===== config.mk =====
export PLATFORM = sky130hd
export DESIGN_NAME = spi_link_core
export DESIGN_NICKNAME = d
export VERILOG_FILES = /design/src/rtl/spi_link_pkg.sv /design/src/rtl/spi_link_fifo.sv /design/src/rtl/spi_link_shifter.sv /design/src/rtl/spi_link_irq.sv /design/src/rtl/spi_link_core.sv
export SDC_FILE = /design/constraint.sdc
export NUM_CORES = 1
export LEC_CHECK = 0
export ABC_AREA = 0
export BUFFER_PORTS_ARGS = -buffer_cell sky130_fd_sc_hd__buf_2
export CAP_MARGIN = 20
export CORE_ASPECT_RATIO = 1.75
export CORE_MARGIN = 1
export CORE_UTILIZATION = 54
export DETAILED_ROUTE_END_ITERATION = 7
export PLACE_DENSITY = 0.81
export REMOVE_ABC_BUFFERS = 1
export SLEW_MARGIN = 5
export SYNTH_ARGS = -nofsm -noshare
export SYNTH_HDL_FRONTEND = slang
export SYNTH_SLANG_ARGS = --single-unit

===== constraint.sdc =====
create_clock -name clk -period 2.8 [get_ports clk]
set_input_delay 0.7 -clock clk [delete_from_list [all_inputs] [get_ports clk]]
set_output_delay 0.7 -clock clk [all_outputs]
set_load 0.02 [all_outputs]

===== src/rtl/spi_link_pkg.sv =====
package spi_link_pkg;
   localparam int REG_W  = 16;
   localparam int ADDR_W = 3;

   localparam logic [ADDR_W-1:0] A_CTRL  = 3'd0;
   localparam logic [ADDR_W-1:0] A_IE    = 3'd1;
   localparam logic [ADDR_W-1:0] A_STAT  = 3'd2;
   localparam logic [ADDR_W-1:0] A_DATA  = 3'd3;
   localparam logic [ADDR_W-1:0] A_COUNT = 3'd4;

   // control register bit positions
   localparam int C_INIT    = 3;
   localparam int C_TXEMPTY = 8;
   localparam int C_TXFULL  = 9;
   localparam int C_RXEMPTY = 10;
   localparam int C_RXFULL  = 11;

   // status register bit positions
   localparam int S_ERR = 7;

   // event flag indices (shared by enable and status)
   localparam int N_EVT   = 3;
   localparam int EV_BLK  = 0;
   localparam int EV_TX   = 1;
   localparam int EV_RX   = 2;
endpackage


===== src/rtl/spi_link_fifo.sv =====
module spi_link_fifo #(
   parameter int WIDTH = 8,
   parameter int DEPTH = 4
) (
   input  logic             clk,
   input  logic             rst_n,
   input  logic             clr,
   input  logic             push,
   input  logic [WIDTH-1:0] din,
   input  logic             pop,
   output logic [WIDTH-1:0] dout,
   output logic             empty,
   output logic             full
);
   localparam int AW = (DEPTH > 1) ? $clog2(DEPTH) : 1;
   localparam logic [AW:0] DEPTH_C = (AW+1)'(DEPTH);

   initial begin
      assert (DEPTH >= 2 && (DEPTH & (DEPTH - 1)) == 0)
         else $error("spi_link_fifo: DEPTH must be a power of two >= 2");
   end

   logic [WIDTH-1:0] mem [DEPTH];
   logic [AW-1:0]    wp_q, rp_q;
   logic [AW:0]      cnt_q;
   logic             do_push, do_pop;

   assign empty   = (cnt_q == '0);
   assign full    = (cnt_q == DEPTH_C);
   assign do_pop  = pop && !empty;
   assign do_push = push && (!full || do_pop);
   assign dout    = empty ? '0 : mem[rp_q];

   always_ff @(posedge clk or negedge rst_n) begin
      if (!rst_n) begin
         wp_q  <= '0;
         rp_q  <= '0;
         cnt_q <= '0;
      end else if (clr) begin
         wp_q  <= '0;
         rp_q  <= '0;
         cnt_q <= '0;
      end else begin
         if (do_push) wp_q <= wp_q + 1'b1;
         if (do_pop)  rp_q <= rp_q + 1'b1;
         case ({do_push, do_pop})
            2'b10:   cnt_q <= cnt_q + 1'b1;
            2'b01:   cnt_q <= cnt_q - 1'b1;
            default: cnt_q <= cnt_q;
         endcase
      end
   end

   always_ff @(posedge clk) begin
      if (do_push && !clr) mem[wp_q] <= din;
   end

   // a push into a full FIFO with no pop leaves the fill level unchanged
   a_r12_full_holds: assert property (@(posedge clk) disable iff (!rst_n)
      (full && push && !pop && !clr) |=> $stable(cnt_q));

   // clear leaves the FIFO empty
   a_r9_clr_empties: assert property (@(posedge clk) disable iff (!rst_n)
      clr |=> empty);
endmodule


===== src/rtl/spi_link_shifter.sv =====
module spi_link_shifter #(
   parameter int DATA_W   = 8,
   parameter int HALF_DIV = 2
) (
   input  logic                        clk,
   input  logic                        rst_n,
   input  logic                        start,
   input  logic                        tx_valid,
   input  logic [DATA_W-1:0]           tx_byte,
   input  logic [$clog2(DATA_W)-1:0]   len,
   input  logic                        miso,
   output logic                        sclk,
   output logic                        mosi,
   output logic                        busy,
   output logic                        done,
   output logic [DATA_W-1:0]           rx_byte,
   output logic                        tx_used
);
   localparam int LEN_W = $clog2(DATA_W);
   localparam int DIV_W = $clog2(HALF_DIV);
   localparam logic [LEN_W:0]   FULL_LEN = (LEN_W+1)'(DATA_W);
   localparam logic [DIV_W-1:0] DIV_TOP  = DIV_W'(HALF_DIV - 1);

   initial begin
      assert (HALF_DIV >= 2) else $error("spi_link_shifter: HALF_DIV must be >= 2");
      assert (DATA_W >= 2 && (DATA_W & (DATA_W - 1)) == 0)
         else $error("spi_link_shifter: DATA_W must be a power of two");
   end

   logic [DIV_W-1:0]  div_q;
   logic [DATA_W-1:0] txsh_q, rxsh_q;
   logic [LEN_W:0]    left_q, len_q, eff_len;
   logic              sclk_q, busy_q, used_q, tick;

   assign eff_len = (len == '0) ? FULL_LEN : {1'b0, len};
   assign tick    = busy_q && (div_q == DIV_TOP);
   assign done    = tick && sclk_q && (left_q == {{LEN_W{1'b0}}, 1'b1});
   assign sclk    = sclk_q;
   assign mosi    = busy_q & txsh_q[DATA_W-1];
   assign busy    = busy_q;
   assign rx_byte = rxsh_q;
   assign tx_used = used_q;

   always_ff @(posedge clk or negedge rst_n) begin
      if (!rst_n) begin
         div_q  <= '0;
         sclk_q <= 1'b0;
         busy_q <= 1'b0;
         used_q <= 1'b0;
         txsh_q <= '0;
         rxsh_q <= '0;
         left_q <= '0;
         len_q  <= '0;
      end else if (start && !busy_q) begin
         busy_q <= 1'b1;
         used_q <= tx_valid;
         txsh_q <= tx_valid ? tx_byte : '0;
         rxsh_q <= '0;
         left_q <= eff_len;
         len_q  <= eff_len;
         div_q  <= '0;
         sclk_q <= 1'b0;
      end else if (busy_q) begin
         if (tick) begin
            div_q  <= '0;
            sclk_q <= ~sclk_q;
            if (!sclk_q) begin
               rxsh_q <= {rxsh_q[DATA_W-2:0], miso};
            end else begin
               txsh_q <= {txsh_q[DATA_W-2:0], 1'b0};
               left_q <= left_q - 1'b1;
               if (left_q == {{LEN_W{1'b0}}, 1'b1}) busy_q <= 1'b0;
            end
         end else begin
            div_q <= div_q + 1'b1;
         end
      end
   end

   // independent count of rising serial clock edges within the frame
   logic [LEN_W:0] rise_q;
   always_ff @(posedge clk or negedge rst_n) begin
      if (!rst_n)                   rise_q <= '0;
      else if (start && !busy_q)    rise_q <= '0;
      else if (tick && !sclk_q)     rise_q <= rise_q + 1'b1;
   end

   // a frame ends after exactly the programmed number of rising edges
   a_r3_edge_count: assert property (@(posedge clk) disable iff (!rst_n)
      done |-> (rise_q == len_q));

   // serial clock idles low between frames
   a_r2_idle_low: assert property (@(posedge clk) disable iff (!rst_n)
      !busy_q |-> !sclk_q);
endmodule


===== src/rtl/spi_link_irq.sv =====
module spi_link_irq #(
   parameter int N = 3
) (
   input  logic         clk,
   input  logic         rst_n,
   input  logic [N-1:0] evt,
   input  logic [N-1:0] w1c,
   input  logic [N-1:0] en,
   output logic [N-1:0] flags,
   output logic         irq
);
   logic [N-1:0] pend;

   for (genvar i = 0; i < N; i++) begin : g_flag
      logic f_q;
      always_ff @(posedge clk or negedge rst_n) begin
         if (!rst_n)      f_q <= 1'b0;
         else if (evt[i]) f_q <= 1'b1;
         else if (w1c[i]) f_q <= 1'b0;
      end
      assign flags[i] = f_q;
      assign pend[i]  = f_q & en[i];

      // an event in the same cycle as a clear leaves the flag set
      a_r6_set_wins: assert property (@(posedge clk) disable iff (!rst_n)
         evt[i] |=> f_q);
   end

   assign irq = |pend;

   // no enables, no interrupt
   a_r4_gated: assert property (@(posedge clk) disable iff (!rst_n)
      (en == '0) |-> !irq);
endmodule


===== src/rtl/spi_link_core.sv =====
module spi_link_core
   import spi_link_pkg::*;
#(
   parameter int DATA_W     = 8,
   parameter int FIFO_DEPTH = 4,
   parameter int HALF_DIV   = 2,
   parameter int BLK_W      = 16
) (
   input  logic              clk,
   input  logic              rst_n,
   input  logic              reg_wr,
   input  logic              reg_rd,
   input  logic [ADDR_W-1:0] reg_addr,
   input  logic [REG_W-1:0]  reg_wdata,
   output logic [REG_W-1:0]  reg_rdata,
   output logic              spi_sclk,
   output logic              spi_mosi,
   input  logic              spi_miso,
   output logic              irq
);
   localparam int LEN_W = $clog2(DATA_W);

   initial begin
      assert (DATA_W <= 8 && LEN_W <= C_INIT)
         else $error("spi_link_core: length field must fit below the init bit");
      assert (BLK_W <= REG_W) else $error("spi_link_core: BLK_W exceeds bus width");
   end

   // register decode
   logic wr_ctrl, wr_ie, wr_stat, wr_data, wr_cnt, rd_data, init_p;
   assign wr_ctrl = reg_wr && (reg_addr == A_CTRL);
   assign wr_ie   = reg_wr && (reg_addr == A_IE);
   assign wr_stat = reg_wr && (reg_addr == A_STAT);
   assign wr_data = reg_wr && (reg_addr == A_DATA);
   assign wr_cnt  = reg_wr && (reg_addr == A_COUNT);
   assign rd_data = reg_rd && (reg_addr == A_DATA);
   assign init_p  = wr_ctrl && reg_wdata[C_INIT];

   logic [LEN_W-1:0] len_q;
   logic [N_EVT-1:0] ie_q;
   logic [BLK_W-1:0] remain_q;
   logic             err_q;

   // FIFOs
   logic [DATA_W-1:0] tx_dout, rx_dout, sh_rx;
   logic tx_empty, tx_full, rx_empty, rx_full;
   logic sh_start, sh_busy, sh_done, sh_used, tx_pop;

   assign sh_start = !sh_busy && (remain_q != '0);
   assign tx_pop   = sh_start && !tx_empty;

   spi_link_fifo #(.WIDTH(DATA_W), .DEPTH(FIFO_DEPTH)) u_txf (
      .clk(clk), .rst_n(rst_n), .clr(init_p),
      .push(wr_data), .din(reg_wdata[DATA_W-1:0]),
      .pop(tx_pop), .dout(tx_dout), .empty(tx_empty), .full(tx_full));

   logic rx_drop, rx_store;
   assign rx_drop  = sh_done && rx_full && !rd_data;
   assign rx_store = sh_done && !rx_drop;

   spi_link_fifo #(.WIDTH(DATA_W), .DEPTH(FIFO_DEPTH)) u_rxf (
      .clk(clk), .rst_n(rst_n), .clr(init_p),
      .push(rx_store), .din(sh_rx),
      .pop(rd_data), .dout(rx_dout), .empty(rx_empty), .full(rx_full));

   spi_link_shifter #(.DATA_W(DATA_W), .HALF_DIV(HALF_DIV)) u_sh (
      .clk(clk), .rst_n(rst_n), .start(sh_start),
      .tx_valid(!tx_empty), .tx_byte(tx_dout), .len(len_q),
      .miso(spi_miso), .sclk(spi_sclk), .mosi(spi_mosi),
      .busy(sh_busy), .done(sh_done), .rx_byte(sh_rx), .tx_used(sh_used));

   // events
   logic [N_EVT-1:0] evt, w1c, flags;
   logic underflow, last_frame;
   assign underflow  = sh_start && tx_empty;
   assign last_frame = sh_done && (remain_q == {{(BLK_W-1){1'b0}}, 1'b1});

   always_comb begin
      evt         = '0;
      evt[EV_RX]  = rx_store;
      evt[EV_TX]  = sh_done && sh_used;
      evt[EV_BLK] = last_frame;
      w1c         = wr_stat ? reg_wdata[N_EVT-1:0] : '0;
   end

   spi_link_irq #(.N(N_EVT)) u_irq (
      .clk(clk), .rst_n(rst_n), .evt(evt), .w1c(w1c), .en(ie_q),
      .flags(flags), .irq(irq));

   // registers
   always_ff @(posedge clk or negedge rst_n) begin
      if (!rst_n) begin
         len_q    <= '0;
         ie_q     <= '0;
         remain_q <= '0;
         err_q    <= 1'b0;
      end else begin
         if (wr_ctrl) len_q <= reg_wdata[LEN_W-1:0];
         if (wr_ie)   ie_q  <= reg_wdata[N_EVT-1:0];
         if (wr_cnt)       remain_q <= reg_wdata[BLK_W-1:0];
         else if (sh_done) remain_q <= remain_q - 1'b1;
         if (init_p)                     err_q <= 1'b0;
         else if (underflow || rx_drop)  err_q <= 1'b1;
      end
   end

   // read mux
   always_comb begin
      reg_rdata = '0;
      case (reg_addr)
         A_CTRL: begin
            reg_rdata[LEN_W-1:0] = len_q;
            reg_rdata[C_TXEMPTY] = tx_empty;
            reg_rdata[C_TXFULL]  = tx_full;
            reg_rdata[C_RXEMPTY] = rx_empty;
            reg_rdata[C_RXFULL]  = rx_full;
         end
         A_IE:    reg_rdata[N_EVT-1:0]  = ie_q;
         A_STAT: begin
            reg_rdata[N_EVT-1:0] = flags;
            reg_rdata[S_ERR]     = err_q;
         end
         A_DATA:  reg_rdata[DATA_W-1:0] = rx_dout;
         A_COUNT: reg_rdata[BLK_W-1:0]  = remain_q;
         default: reg_rdata = '0;
      endcase
   end

   // FIFO reset clears the error flag in the same cycle
   a_r9_init_clears: assert property (@(posedge clk) disable iff (!rst_n)
      init_p |=> !err_q);

   // a frame started on an empty transmit FIFO raises the error flag
   a_r7_underflow: assert property (@(posedge clk) disable iff (!rst_n)
      (underflow && !init_p) |=> err_q);

   // a dropped byte raises the error flag and not the receive flag
   a_r8_drop: assert property (@(posedge clk) disable iff (!rst_n)
      (rx_drop && !init_p) |=> err_q);

   // the block flag follows the count reaching zero
   a_r11_block_end: assert property (@(posedge clk) disable iff (!rst_n)
      (last_frame && !wr_cnt) |=> (flags[EV_BLK] && remain_q == '0));
endmodule


### Word-level counts from Yosys, hierarchy flattened

Memory sizes are Yosys's and may differ from the RTL's.
Cells that the tools add are included.

| operators by class | value |
|---|---|
| bitwise logic cells | 5 |
| $add $sub $neg | 11 |
| muxes and demuxes | 58 |
| reduce and logical (&&, ||, !) cells | 59 |
| equality and inequality tests | 13 |

Operator list:

| cell | number |
|---|---|
| 2-to-1 mux 8 bit | 10 |
| 2-to-1 mux 16 bit | 2 |
| logical AND 1 bit | 25 |
| 2-to-1 mux 4 bit | 6 |
| nonzero test 2 bit | 12 |
| 2-to-1 mux 1 bit | 23 |
| == test 16 x 1 -> 1 bit, second input constant | 1 |
| 2-to-1 mux 2 bit | 8 |
| one-hot mux 4 bit (2 select lines) | 2 |
| nonzero test 16 bit | 1 |
| subtractor 16 x 1 -> 16 bit, second input constant | 1 |
| one-hot mux 3 bit (5 select lines) | 1 |
| logical NOT 3 bit | 4 |
| one-hot mux 3 bit (2 select lines) | 2 |
| == test 3 bit, second input constant | 3 |
| 2-to-1 mux 3 bit | 3 |
| adder 2 x 1 -> 2 bit, second input constant | 4 |
| logical NOT 1 bit | 8 |
| adder 3 x 1 -> 3 bit, second input constant | 2 |
| == test 3 x 2 -> 1 bit, second input constant | 2 |
| AND reduction 3 bit | 2 |
| nonzero test 3 bit | 2 |
| subtractor 3 x 1 -> 3 bit, second input constant | 2 |
| bitwise AND 1 bit | 4 |
| other kinds (12) | 16 |

| storage, ports and cells | value |
|---|---|
| register bits | 64 |
| memory bits (writable) | 64 |
| memories kept | 2 |
| logic and storage cells | 168 |
| output and inout bits | 19 |

Memory list:

| name | depth | bits a word | rd ports | clocked after Yosys merged registers in | write ports | RTL line | text |
|---|---|---|---|---|---|---|---|
| u_rxf.mem | 4 | 8 | 1 | 0 | 1 | spi_link_fifo.sv:23 | `logic [WIDTH-1:0] mem [DEPTH];` |
| u_txf.mem | 4 | 8 | 1 | 0 | 1 | spi_link_fifo.sv:23 |  |

### Logic depth before layout (Yosys ltp)

| depth | value |
|---|---|
| depth after elaboration | 11 |
| depth in mapped cells | 11 |

### Hierarchy

Synthesis repeated with hierarchy kept, for this count alone.

| second synthesis, totals | value |
|---|---|
| cells, all modules | 535 |
| area, all modules | 6585.1 sq um |

By module, submodules not included:

| module | area an instance (sq um) | cells an instance | times used | seq. area each (sq um) |
|---|---|---|---|---|
| spi_link_fifo (u_rxf) | 1796.7 | 115 | 1 | 1136.1 |
| spi_link_fifo (u_txf) | 1776.7 | 113 | 1 | 1136.1 |
| spi_link_core | 1704.1 | 188 | 1 | 575.6 |
| spi_link_shifter | 1161.1 | 105 | 1 | 600.6 |
| spi_link_irq | 146.4 | 14 | 1 | 75.1 |

### Worst setup path before layout

OpenSTA, ideal clock, no wires.

| path | value |
|---|---|
| path kind | register -> register |
| start | reg remain_q[0] |
| end | reg u_txf.cnt_q[2] |
| clock period less this slack | 2.643 ns |
| slack | 0.157 ns |
| arrival time | 2.539 ns |
| stages on the path, launching flop included | 12 |
| cells stage by stage | dfrtp_1 -> inv_1 -> ha_1 -> nor3b_1 -> a41oi_1 -> buf_2 -> nand2_1 -> nor2_1 -> fa_1 -> and3_1 -> or4b_1 -> o311ai_1 |

| on the way | value |
|---|---|
| word-level cells in the longest chain between the ends | 9 |

Ends and longest elaborated chain:

| what | RTL line | text |
|---|---|---|
| start: declaration | spi_link_core.sv:41 | `logic [BLK_W-1:0] remain_q;` |
| start signal: assignment | spi_link_core.sv:100 | `if (wr_cnt) remain_q <= reg_wdata[BLK_W-1:0];` |
| start signal: assignment | spi_link_core.sv:101 | `else if (sh_done) remain_q <= remain_q - 1'b1;` |
| nonzero test 16 bit (*) | spi_link_core.sv:49 | `assign sh_start = !sh_busy && (remain_q != '0);` |
| logical AND 1 bit (*) | spi_link_core.sv:49 |  |
| logical AND 1 bit (*) | spi_link_core.sv:50 | `assign tx_pop = sh_start && !tx_empty;` |
| logical AND 1 bit (*) | spi_link_fifo.sv:30 | `assign do_pop = pop && !empty;` |
| logical OR 1 bit | spi_link_fifo.sv:31 | `assign do_push = push && (!full \|\| do_pop);` |
| logical AND 1 bit | spi_link_fifo.sv:31 |  |
| == test 2 x 1 -> 1 bit or == test 2 bit (tied branches) | spi_link_fifo.sv:46 | `case ({do_push, do_pop})` |
| one-hot mux 3 bit (2 select lines) | spi_link_fifo.sv:46 |  |
| 2-to-1 mux 3 bit | spi_link_fifo.sv:39 | `end else if (clr) begin` |
| end signal: assignment | spi_link_fifo.sv:47 | `2'b10: cnt_q <= cnt_q + 1'b1;` |
| end signal: assignment | spi_link_fifo.sv:48 | `2'b01: cnt_q <= cnt_q - 1'b1;` |
| end signal: assignment | spi_link_fifo.sv:49 | `default: cnt_q <= cnt_q;` |
| end: declaration | spi_link_fifo.sv:25 | `logic [AW:0] cnt_q;` |

Mark *: on every way between the ends. The rest lies on a longest branch, timed or not.
A chain may end at the register's enable or synchronous reset.

### Worst setup path after layout

| path | value |
|---|---|
| start | reg u_rxf.cnt_q[0] |
| end | out reg_rdata[2] |

| on the way | value |
|---|---|
| word-level cells in the longest chain between the ends | 3 |

Ends and longest elaborated chain:

| what | RTL line | text |
|---|---|---|
| start: declaration | spi_link_fifo.sv:25 |  |
| start signal: assignment | spi_link_fifo.sv:47 |  |
| start signal: assignment | spi_link_fifo.sv:48 |  |
| start signal: assignment | spi_link_fifo.sv:49 |  |
| logical NOT 3 bit | spi_link_fifo.sv:28 | `assign empty = (cnt_q == '0);` |
| 2-to-1 mux 8 bit | spi_link_fifo.sv:32 | `assign dout = empty ? '0 : mem[rp_q];` |
| one-hot mux 3 bit (5 select lines) | spi_link_core.sv:110 | `case (reg_addr)` |
| end: declaration | spi_link_core.sv:15 | `output logic [REG_W-1:0] reg_rdata,` |

Every way passes these cells.

==> insert_results.sql <==
INSERT INTO impl_metrics (metric_group, metric, value, unit) VALUES
('routing', 'routed-via-count', '4321', ''),
('routing', 'post_drt_via_cell_ratio', '6.06', ''),
('floorplan', 'floorplan.core_area', '11100', 'µm²'),
('timing', 'transition_time_at_the_pin_with_the_least_slew_margin', '0.619', 'ns'),
('run_status', 'run_status', 'finished clean', ''),
('critical_path', 'critical_path.startpoint_type', 'flip-flop', ''),
('synthesis', 'number_of_enable_flip_flop_cells_after_synthesis', '64', ''),
('routing', 'first_iter_violations', '315', ''),
('critical_path', 'regToRegEndpoint', 'u_txf.mem[3][5]', ''),
('global_route', 'maximum_number_of_pins_on_one_net_before_global_route_repair', '44', ''),
('floorplan', 'floorplan.rows', '51', ''),
('floorplan', 'floorplan.die.height', '143', 'µm'),
('floorplan', 'die_x', '82.8', 'µm'),
('power_and_ir_drop', 'internal-power', '4950', 'µW'),
('synthesis', 'synth-seq-area-share', '0.571', ''),
('global_route', 'grt_use_total', '0.271', ''),
('critical_path', 'end_kind', 'output pin', ''),
('final_layout', 'area.growth.synth_to_final', '18.8', '%'),
('power_and_ir_drop', 'worst_ir_drop_vdd', '781', 'µV'),
('timing', 'skew', '0.00551', 'ns'),
('floorplan', 'total_die_area', '11900', 'µm²'),
('power_and_ir_drop', 'power.total', '7230', 'µW'),
('clock_tree', 'cts_inserted_buffers', '17', ''),
('global_route', 'number_of_antenna_violations_at_the_first_check_in_global_routing', '0', ''),
('power_and_ir_drop', 'share_seq_of_total_power', '0.404', ''),
('power_and_ir_drop', 'power.share.switching', '0.315', ''),
('synthesis', 'synth_register_bits', '128', ''),
('critical_path', 'worst-setup-path-type', 'flip-flop to output pin', ''),
('final_layout', 'finish.net_count', '606', ''),
('synthesis', 'synth_cells', '508', ''),
('final_layout', 'final_design_area_no_fill', '7330', 'µm²'),
('routing', 'detail_route.wirelength', '15.0', 'mm'),
('global_route', 'global_route_wire_length_before_repair', '23.7', 'mm'),
('critical_path', 'cp.arrival', '2.02', 'ns'),
('synthesis', 'post_synth.cell_area_avg', '12.1', 'µm²'),
('critical_path', 'crit_fanout', '7', ''),
('clock_tree', 'clk_root_buffer_cell', 'sky130_fd_sc_hd__clkbuf_16', ''),
('timing', 'max_clock_freq', '367', 'MHz'),
('clock_tree', 'htreeDepth', '4', ''),
('global_route', 'first_global_vias', '4584', ''),
('critical_path', 'worstReg2RegStart', 'remain_q[1]', ''),
('placed_design', 'place_hpwl', '10.8', 'mm'),
('power_and_ir_drop', 'power-per-cell-area', '986', 'nW/µm²'),
('routing', 'drc', '0', ''),
('critical_path', 'rr_worst_depth', '7', ''),
('placed_design', 'placedInstanceArea', '6600', 'µm²'),
('hold_path', 'hp-class', 'input port to asynchronous set/reset pin', ''),
('routing', 'antenna_violating_nets_post_route', '0', ''),
('power_and_ir_drop', 'clockPowerShare', '0.351', ''),
('power_and_ir_drop', 'comb_power_frac', '0.245', ''),
('power_and_ir_drop', 'total_switching_power', '2280', 'µW'),
('timing', 'worst_slew_margin_rel', '0.587', ''),
('clock_tree', 'post_cts_clock_slew_at_the_launch_and_capture_registers_of_the_worst_setup_and_hold_paths', '0.06', 'ns'),
('floorplan', 'floorplan.initialDensity', '0.556', ''),
('clock_tree', 'cts-root-to-sink-buffers', '2', ''),
('critical_path', 'critical_path_required', '2.10', 'ns'),
('placed_design', 'placement.io_buffers', '42', ''),
('timing', 'finalCritPeriodShare', '0.972', ''),
('timing', 'finalWorstPathRequiredPeriod', '2.72', 'ns'),
('synthesis', 'yosys.cell_types.count', '61', ''),
('final_layout', 'num-fill-cells', '800', ''),
('critical_path', 'r2r_slack', '0.17', 'ns'),
('synthesis', 'yosys_warnings', '0', ''),
('global_route', 'gr-total-overflow', '0', ''),
('clock_tree', 'cts_tree', 'yes', ''),
('placed_design', 'routabilityCongestion', '0.947', ''),
('clock_tree', 'clk_latency', '0.42', 'ns'),
('routing', 'route.detailed.wl_per_inst', '21.1', 'µm'),
('final_layout', 'layout-drive-gt1-share', '0.239', ''),
('floorplan', 'io_pins', '43', ''),
('synthesis', 'syn_area', '6170', 'µm²'),
('timing', 'grt_setup_unrepaired', 'false', ''),
('timing', 'final_setup_viols', '0', ''),
('synthesis', 'postSynth.topFlopCell', 'sky130_fd_sc_hd__edfxtp_1', ''),
('synthesis', 'synth-async-reset-ratio', '0.500', ''),
('timing', 'hold_violations', '0', ''),
('routing', 'router_iterations_before_antenna_repair', '5', ''),
('power_and_ir_drop', 'static-leakage-power', '0.00295', 'µW'),
('run', 'max-cap-violations', '0', ''),
('clock_tree', 'clock-sinks', '128', ''),
('timing', 'slew_viol_final', '0', ''),
('final_layout', 'antenna_cells', '0', ''),
('final_layout', 'final_util', '0.660', '');
layout make-up:
| cell class | count | area (µm²) | area share |
|---|---|---|---|
| clock buffer | 19 | 453 | 0.0618 |
| sequential | 128 | 3530 | 0.481 |
| timing repair buffer | 65 | 398 | 0.0543 |
| clock inverter | 13 | 231 | 0.0316 |
| inverter | 15 | 56.3 | 0.00768 |
| multi-input combinational | 341 | 2500 | 0.341 |
| tap | 132 | 165 | 0.0225 |
placed cells by master, fill, tap and decap left out, types with 16 or more instances in the layout:
master and n:
sky130_fd_sc_hd__nand2_1 53, sky130_fd_sc_hd__a21oi_1 19, sky130_fd_sc_hd__mux4_2 16, sky130_fd_sc_hd__buf_2 41, sky130_fd_sc_hd__mux2i_1 21, sky130_fd_sc_hd__o21ai_1 19
sky130_fd_sc_hd__clkbuf_16 17, sky130_fd_sc_hd__dfrtp_1 61, sky130_fd_sc_hd__buf_4 23, sky130_fd_sc_hd__o21ai_0 20, sky130_fd_sc_hd__nor2_1 40, sky130_fd_sc_hd__edfxtp_1 64
flip-flops by register name, summed over array words and instances (netlist names), 2 cells and up:
register and count:
u_rxf.mem 32, u_txf.mem 32, remain_q 16, u_sh.rx_byte 8
u_sh.txsh_q 8, u_sh.left_q 4, ie_q 3, len_q 3
u_irq.g_flag.f_q 3, u_rxf.cnt_q 3, u_txf.cnt_q 3, u_rxf.rp_q 2
u_rxf.wp_q 2, u_txf.rp_q 2, u_txf.wp_q 2
power groups by stage:
stage / logic [µW] / registers [µW] / clock network, µW
detailed placement: 1710 / 2930 / 0
CTS: 1740 / 2910 / 2560
floorplan: 1160 / 2810 / 0
global route: 1940 / 2970 / 2650
finish: 1770 / 2920 / 2540
global placement: 1650 / 2900 / 0
cell usage after synthesis (all sizes together), types with 3 or more instances:
| library cell | n | area (µm²) |
|---|---|---|
| mux2i | 21 | 210 |
| mux2 | 6 | 67.6 |
| nand3b | 4 | 30.0 |
| xor2 | 11 | 96.3 |
| a21oi | 19 | 95.1 |
| edfxtp | 64 | 1920 |
| o21a | 4 | 30.0 |
| o22ai | 3 | 18.8 |
| and3 | 8 | 50.1 |
| nand3 | 15 | 80.1 |
| xnor2 | 13 | 114 |
| buf | 11 | 61.3 |
| nor3 | 9 | 45.0 |
| nor2 | 41 | 156 |
| nor4 | 8 | 108 |
| dfrtp | 64 | 1600 |
| or3 | 4 | 25.0 |
| nand2b | 3 | 18.8 |
| a31oi | 3 | 18.8 |
| clkbuf | 13 | 48.8 |
| ha | 12 | 150 |
| o21ai | 39 | 195 |
| nor3b | 4 | 35.0 |
| or4 | 3 | 26.3 |
| and2 | 12 | 75.1 |
| nand2 | 54 | 205 |
| mux4 | 16 | 360 |
| nor2b | 4 | 25.0 |
| inv | 15 | 56.3 |
critical path, stage by stage, from the launching register on:
cell                       delay (ns)
sky130_fd_sc_hd__dfrtp_2         0.46
sky130_fd_sc_hd__or3_4           0.42
sky130_fd_sc_hd__nand4b_1        0.19
sky130_fd_sc_hd__nor2b_1         0.08
sky130_fd_sc_hd__a21oi_1         0.16
sky130_fd_sc_hd__o21ai_1         0.11
sky130_fd_sc_hd__buf_2           0.18
how the worst max path moves through the flow:
| stage | startpoint | endpoint | depth (start not counted) |
|---|---|---|---|
| 2_1_floorplan | remain_q[0] | u_txf.cnt_q[2] | 10 |
| 3_3_place_gp | reg_addr[1] | reg_rdata[0] | 6 |
| 3_5_place_dp | remain_q[1] | u_txf.cnt_q[2] | 10 |
| 4_1_cts | u_rxf.cnt_q[0] | reg_rdata[2] | 6 |
| 5_1_grt | u_rxf.cnt_q[0] | reg_rdata[2] | 6 |
| 6_report | u_rxf.cnt_q[0] | reg_rdata[2] | 6 |
cells by family after synthesis:
logic type	after synthesis	synth area share
DFF	128	0.571
buffers and inverters	39	0.0270
xor gates and xnor gates	24	0.0341
and+or+nand+nor	178	0.155
adders and majority gates	14	0.0308
AOI/OAI and AO/OA	82	0.0785
muxes	43	0.103
metrics by stage:
stage / instances / TNS [ns] / hold WS (ns) / setup slack (ns)
2_1_floorplan: 484 / -23.30 / 0.404 / -0.995
3_3_place_gp: 677 / 0 / 0.494 / 0.139
3_5_place_dp: 677 / 0 / 0.514 / 0.137
4_1_cts: 710 / 0 / 0.283 / 0.0226
5_1_grt: 713 / 0 / 0.295 / 0.0135
6_report: 713 / 0 / 0.273 / 0.0776
what timing repair did:
action,CTS,global route
setup endpoints to repair,2,24
resized for setup,1,8
hold buffers,0,0
setup buffers,1,3
pin swaps,1,2
per-layer routing:
layer / up-vias / part of all wire / wire [µm] / global-route usage
met5: - / 0 / 0 / 0
met4: 0 / 0.054 / 806 / 0.170
met3: 61 / 0.048 / 715 / 0.0741
met2: 164 / 0.56 / 8450 / 0.497
met1: 2127 / 0.34 / 5080 / 0.268
li1: 1969 / - / - / -
(Power assumes the default switching activity.)
